### src/rtl/ring_pkg.sv
package ring_pkg;

   // Non-negative modulo for ring index arithmetic.
   function automatic int ring_mod(input int a, input int n);
      int r;
      r = a % n;
      if (r < 0) r = r + n;
      return r;
   endfunction

endpackage

### src/rtl/ring_seq.sv
module ring_seq #(
   parameter int NODES = 4
) (
   input  logic                     clk,
   input  logic                     rst_n,
   input  logic                     start,
   output logic                     busy,
   output logic [$clog2(NODES)-1:0] step,
   output logic                     last,
   output logic                     done
);
   localparam int SW = $clog2(NODES);
   localparam logic [SW-1:0] LAST_STEP = SW'(NODES - 2);

   assign last = busy && (step == LAST_STEP);

   always_ff @(posedge clk) begin
      if (!rst_n) begin
         busy <= 1'b0;
         step <= '0;
         done <= 1'b0;
      end else begin
         done <= 1'b0;
         if (!busy) begin
            if (start) begin
               busy <= 1'b1;
               step <= '0;
            end
         end else if (step == LAST_STEP) begin
            busy <= 1'b0;
            done <= 1'b1;
         end else begin
            step <= step + 1'b1;
         end
      end
   end

   // done lasts a single cycle
   a_r5_done_pulse: assert property (@(posedge clk) disable iff (!rst_n)
      done |=> !done);
   // done only follows the final step
   a_r5_done_after_last: assert property (@(posedge clk) disable iff (!rst_n)
      done |-> ($past(busy) && $past(step) == LAST_STEP));
   // step counter stays in range
   a_r5_step_range: assert property (@(posedge clk) disable iff (!rst_n)
      busy |-> (step <= LAST_STEP));
   // a running reduction advances one step per cycle whatever start does
   a_r6_start_ignored: assert property (@(posedge clk) disable iff (!rst_n)
      (busy && !last) |=> (busy && step == $past(step) + 1'b1));
endmodule

### src/rtl/ring_node.sv
module ring_node
   import ring_pkg::*;
#(
   parameter int NODES   = 4,
   parameter int WIDTH   = 16,
   parameter int NODE_ID = 0
) (
   input  logic                     clk,
   input  logic                     rst_n,
   input  logic                     wr_en,
   input  logic [$clog2(NODES)-1:0] wr_idx,
   input  logic [WIDTH-1:0]         wr_data,
   input  logic                     step_en,
   input  logic [$clog2(NODES)-1:0] step,
   input  logic                     cap_en,
   input  logic [WIDTH-1:0]         rx,
   output logic [WIDTH-1:0]         tx,
   output logic [WIDTH-1:0]         sum_out
);
   localparam int IW = $clog2(NODES);

   logic [NODES-1:0][WIDTH-1:0] mem;
   logic [IW-1:0]               tx_idx;
   logic [IW-1:0]               rx_idx;
   logic [WIDTH-1:0]            acc;
   logic                        wr_ok;

   always_comb begin
      tx_idx = IW'(ring_mod(NODE_ID - int'(step), NODES));
      rx_idx = IW'(ring_mod(NODE_ID - 1 - int'(step), NODES));
   end

   assign tx    = mem[tx_idx];
   assign acc   = mem[rx_idx] + rx;
   assign wr_ok = wr_en && (int'(wr_idx) < NODES);

   always_ff @(posedge clk) begin
      if (!rst_n) begin
         mem     <= '0;
         sum_out <= '0;
      end else begin
         if (step_en) begin
            mem[rx_idx] <= acc;
         end else if (wr_ok) begin
            mem[wr_idx] <= wr_data;
         end
         if (cap_en) begin
            sum_out <= acc;
         end
      end
   end

   // an idle write lands in the addressed entry
   a_r1_load: assert property (@(posedge clk) disable iff (!rst_n)
      (wr_ok && !step_en) |=> (mem[$past(wr_idx)] == $past(wr_data)));
   // a step adds the neighbour's value into the receiving entry
   a_r3_accumulate: assert property (@(posedge clk) disable iff (!rst_n)
      step_en |=> (mem[$past(rx_idx)] == $past(mem[rx_idx]) + $past(rx)));
   // storage holds without a write or a step
   a_r7_hold: assert property (@(posedge clk) disable iff (!rst_n)
      (!wr_en && !step_en) |=> $stable(mem));
endmodule

### src/rtl/ring_psum_reduce.sv
module ring_psum_reduce #(
   parameter int NODES = 4,
   parameter int WIDTH = 16
) (
   input  logic                     clk,
   input  logic                     rst_n,
   input  logic                     start,
   input  logic                     load_en,
   input  logic [$clog2(NODES)-1:0] load_node,
   input  logic [$clog2(NODES)-1:0] load_idx,
   input  logic [WIDTH-1:0]         load_data,
   output logic                     done,
   output logic [NODES*WIDTH-1:0]   result
);
   localparam int IW = $clog2(NODES);

   generate
      if (NODES < 2) begin : g_bad_nodes
         $error("ring_psum_reduce: NODES must be at least 2");
      end
      if (WIDTH < 1) begin : g_bad_width
         $error("ring_psum_reduce: WIDTH must be at least 1");
      end
   endgenerate

   logic          busy;
   logic          last;
   logic [IW-1:0] step;
   logic [WIDTH-1:0] tx_bus [NODES];

   ring_seq #(.NODES(NODES)) u_seq (
      .clk   (clk),
      .rst_n (rst_n),
      .start (start),
      .busy  (busy),
      .step  (step),
      .last  (last),
      .done  (done)
   );

   generate
      for (genvar j = 0; j < NODES; j++) begin : g_node
         localparam int PREV = (j + NODES - 1) % NODES;
         logic wr_sel;
         assign wr_sel = load_en && !busy && (int'(load_node) == j);

         ring_node #(.NODES(NODES), .WIDTH(WIDTH), .NODE_ID(j)) u_node (
            .clk     (clk),
            .rst_n   (rst_n),
            .wr_en   (wr_sel),
            .wr_idx  (load_idx),
            .wr_data (load_data),
            .step_en (busy),
            .step    (step),
            .cap_en  (last),
            .rx      (tx_bus[PREV]),
            .tx      (tx_bus[j]),
            .sum_out (result[j*WIDTH +: WIDTH])
         );
      end
   endgenerate

   // results move only together with the completion pulse
   a_r8_result_hold: assert property (@(posedge clk) disable iff (!rst_n)
      !done |-> $stable(result));
endmodule

### config.mk
export PLATFORM = sky130hd
export DESIGN_NAME = ring_psum_reduce
export DESIGN_NICKNAME = d
export VERILOG_FILES = /design/src/rtl/ring_pkg.sv /design/src/rtl/ring_seq.sv /design/src/rtl/ring_node.sv /design/src/rtl/ring_psum_reduce.sv
export SDC_FILE = /design/constraint.sdc
export NUM_CORES = 1
export LEC_CHECK = 0
export BUFFER_PORTS_ARGS = -buffer_cell sky130_fd_sc_hd__buf_2
export CAP_MARGIN = 5
export CORE_MARGIN = 2
export CORE_UTILIZATION = 63
export DETAILED_ROUTE_END_ITERATION = 6
export HOLD_SLACK_MARGIN = 0.03
export PLACE_DENSITY_LB_ADDON = 0.1
export SYNTH_ARGS = -nofsm -noshare
export SYNTH_HDL_FRONTEND = slang
export SYNTH_SLANG_ARGS = --single-unit
### constraint.sdc
create_clock -name clk -period 6.5 [get_ports clk]
set_input_delay 0.325 -clock clk [delete_from_list [all_inputs] [get_ports clk]]
set_output_delay 0.325 -clock clk [all_outputs]
set_load 0.05 [all_outputs]
==> impl_metrics.csv <==
group,metric,value,unit
grt,grt_use_total,0.4461,
yosys,synth_edf_count,0,
yosys,yosys_register_bits,324,
clock_network,cts_setup_buffers,0,
grt,antenna_found_initial,0,
power_and_ir_drop,power_frac_comb,0.153,
die,start_util,0.6405,
yosys,synth.net_count,2268,
cells_and_area,instances_no_fill,2578,
status,status,"completed",
placement,dpl.hpwl,47540,um
clock_network,clock_latency,540,ps
die,die_x,177.6,um
worst_hold_path,hold_end,"g_node[1].u_node.mem[5]",
clock_network,clkTransAtPathRegs,60,ps
sta,period_needed,4568,ps
grt,grt_max_degree,128,
routing,ant_nets,0,
routing,drc,0,
die,die_h,177.6,um
yosys,synth_area_leader_cell,"dfxtp_1",
cells_and_area,drive_above_1_share,0.1563,
worst_setup_path,rr_endpoint,"g_node[3].u_node.sum_out[15]",
routing,wl_per_cell,27.49,um
power_and_ir_drop,pwr-share-seq,0.420,
yosys,synthCells,2172,
worst_setup_path,critPathRequiredTime,6870,ps
clock_network,cts_root_buf,"clkbuf_16",
clock_network,holdBufCountCts,0,
worst_setup_path,start_kind,"flip-flop",
power_and_ir_drop,p_clk_frac,0.427,
yosys,avgSynthCellArea,8.740,um2
clock_network,cts-resized-gates,0,
worst_setup_path,cp-startpoint,"u_seq.step[0]",
sta,fmax,218.9,MHz
worst_setup_path,r2r-start,"u_seq.step[0]",
clock_network,clockBufferDepth,3,
worst_hold_path,min_path_cells,3,
worst_setup_path,crit_path_end_kind,"flip-flop",
yosys,synthTopCellsByArea,"dfxtp_1, mux4_2, a21oi_1, o21ai_0, nand2_1",
die,rows,63,
sta,setup_viol,0,
power_and_ir_drop,power.switching,1.428,mW
yosys,seq_area_frac_synth,0.3417,
die,die-area,0.03154,mm2
worst_hold_path,min-delay-path-class,"in -> reg",
clock_network,cts_tree,"yes",
power_and_ir_drop,power-per-cell-area,240.3,mW/mm2
placement,gp_congestion,0.9738,
sta,fin_worst_skew,16.39,ps
clock_network,clock_sinks,324,
worst_hold_path,min_from,"load_data[5]",
power_and_ir_drop,ir_drop,0.1841,mV
die,core,0.02964,mm2
grt,grt_pass1_wl,105900,um
routing,dr_total_vias,18900,
worst_setup_path,r2r_setup_slack,1930,ps
power_and_ir_drop,p_sw_frac,0.2855,
worst_setup_path,critical_path_arrival,4940,ps
yosys,synth_top_cell_area_share,0.3417,
worst_setup_path,reg2regPathDepth,11,
sta,slew_viol_final,0,
yosys,synth_common_cells,"dfxtp_1, nand2_1, a21oi_1",
power_and_ir_drop,p_int,3.574,mW
yosys,synth_cell_type_count,74,
cells_and_area,antennaDiodeCount,0,
worst_setup_path,crit_path_max_fanout,44,
grt,grt_pass1_vias,17810,
cells_and_area,finalNetCount,2256,
routing,finalWirelength,70860,um
die,ios,89,
placement,dp.cells,2510,
yosys,async_flop_share,0,
yosys,synth_flop_cell,"dfxtp_1",
worst_setup_path,criticalPathCategory,"reg -> reg",
sta,hold_viol,0,
clock_network,cts_buffers,38,
clock_network,htreeDepth,2,
cells_and_area,area_growth,9.676,%
sta,hold_slack,170.6,ps
placement,numPortBuffers,88,
sta,setup-tns-final,0,ps
yosys,yosysMostFrequentCell,"dfxtp_1",
sta,rsz0062_at_grt,"false",
sta,fin_crit_sh,0.7027,
power_and_ir_drop,power_leakage,7.924,nW
grt,grt_overflow_total,0,
yosys,synth_area,0.01898,mm2
routing,drt_first_iter_violations,2716,
sta,slew_headroom,0.1707,
flow_run,maxCapViolCount,0,
routing,drt-pass1-iter-count,6,
routing,drt-vias-per-instance,7.331,
yosys,ys_warn_count,0,
sta,tightest_slew,1243,ps
[through the flow]
step / instance area [um2] / setup WS [ps] / util / power, mW
floorplan: 18980 / 1500 / - / 2.649
global placement: 19590 / 2144 / 0.6610 / 2.860
detailed placement: 19590 / 2060 / 0.6610 / 2.874
CTS: 20820 / 2030 / 0.7025 / 4.966
global route: 20820 / 1757 / 0.7025 / 5.116
finish: 20820 / 1932 / 0.7025 / 5.002
[critical path, stage by stage, from the launching register on]
cell      delay (ps)
dfxtp_4          350
inv_1            170
ha_4             880
mux4_2           590
ha_1             360
a21o_1           180
a21oi_1          290
a21oi_1          180
a311oi_1         600
o21ai_0          250
xnor2_1          390
a21oi_1          120
[cell families after synthesis]
family,share of synthesized area
flip-flops,0.3417
AND/OR/NAND/NOR,0.1407
AO/OA/AOI/OAI,0.2464
adder cells (fa/ha/maj),0.04904
XOR/XNOR,0.02854
multiplexers,0.1538
buffers and inverters,0.03974
[metal layers]
| layer | vias to the layer above | global-route usage | share of wire |
|---|---|---|---|
| li1 | 8065 | - | - |
| met1 | 8908 | 0.5829 | 0.36 |
| met2 | 1547 | 0.6539 | 0.42 |
| met3 | 380 | 0.08933 | 0.12 |
| met4 | 0 | 0.3333 | 0.091 |
| met5 | - | 0 | 0 |
[cell type report]
| type | instances | area (um2) |
|---|---|---|
| Multi-Input combinational cell | 1652 | 11800 |
| Fill cell | 2387 | 8818 |
| Sequential cell | 324 | 6494 |
| Clock buffer | 61 | 1159 |
| Timing Repair Buffer | 125 | 733.2 |
| Tap cell | 390 | 488.0 |
| Inverter | 19 | 76.32 |
| Clock inverter | 7 | 70.07 |
[cell usage in the layout, fill, tap and decap left out, drive strengths merged, types with 7 or more instances in the layout]
cell type / netlist / final
a31oi: 12 / 12
a22oi: 60 / 60
or2: 7 / 7
dfxtp: 324 / 324
a311oi: 11 / 11
o311ai: 9 / 9
a221oi: 31 / 31
a21oi: 246 / 246
clkbuf: 147 / 61
and3: 11 / 11
and2: 18 / 18
a211oi: 32 / 32
buf: 30 / 125
o22ai: 21 / 21
o211ai: 14 / 14
nor2: 195 / 195
inv: 19 / 21
o21ai: 213 / 213
xor2: 24 / 24
xnor2: 37 / 37
nand3: 42 / 42
o221ai: 8 / 8
mux4: 124 / 124
or3: 13 / 13
a21o: 28 / 28
nor3: 25 / 25
o21a: 17 / 17
nand2: 280 / 280
nor2b: 10 / 10
ha: 68 / 68
[power groups by stage]
stage	Sequential [mW]	Clock (mW)	Combinational, mW
detailed placement	2.14	0	0.732
global route	2.11	2.20	0.805
floorplan	2.13	0	0.517
finish	2.10	2.14	0.764
CTS	2.10	2.13	0.738
global placement	2.14	0	0.721
[how the worst max path moves through the flow]
stage / cells after the start / slack, ps / to
after detailed placement: 12 / 2060 / g_node[1].u_node.mem[46]
final: 11 / 1930 / g_node[3].u_node.sum_out[15]
after global placement: 12 / 2140 / g_node[1].u_node.mem[46]
after floorplan: 16 / 1500 / g_node[1].u_node.mem[46]
after CTS: 12 / 2030 / g_node[1].u_node.mem[46]
after global routing: 11 / 1760 / g_node[3].u_node.sum_out[15]
[state kept, by name (all words and copies together) (netlist names)]
name	count
g_node.u_node.mem	256
g_node.u_node.sum_out	64
u_seq.busy	1
u_seq.done	1
u_seq.step	2
Power figures use the tool's default switching activity.
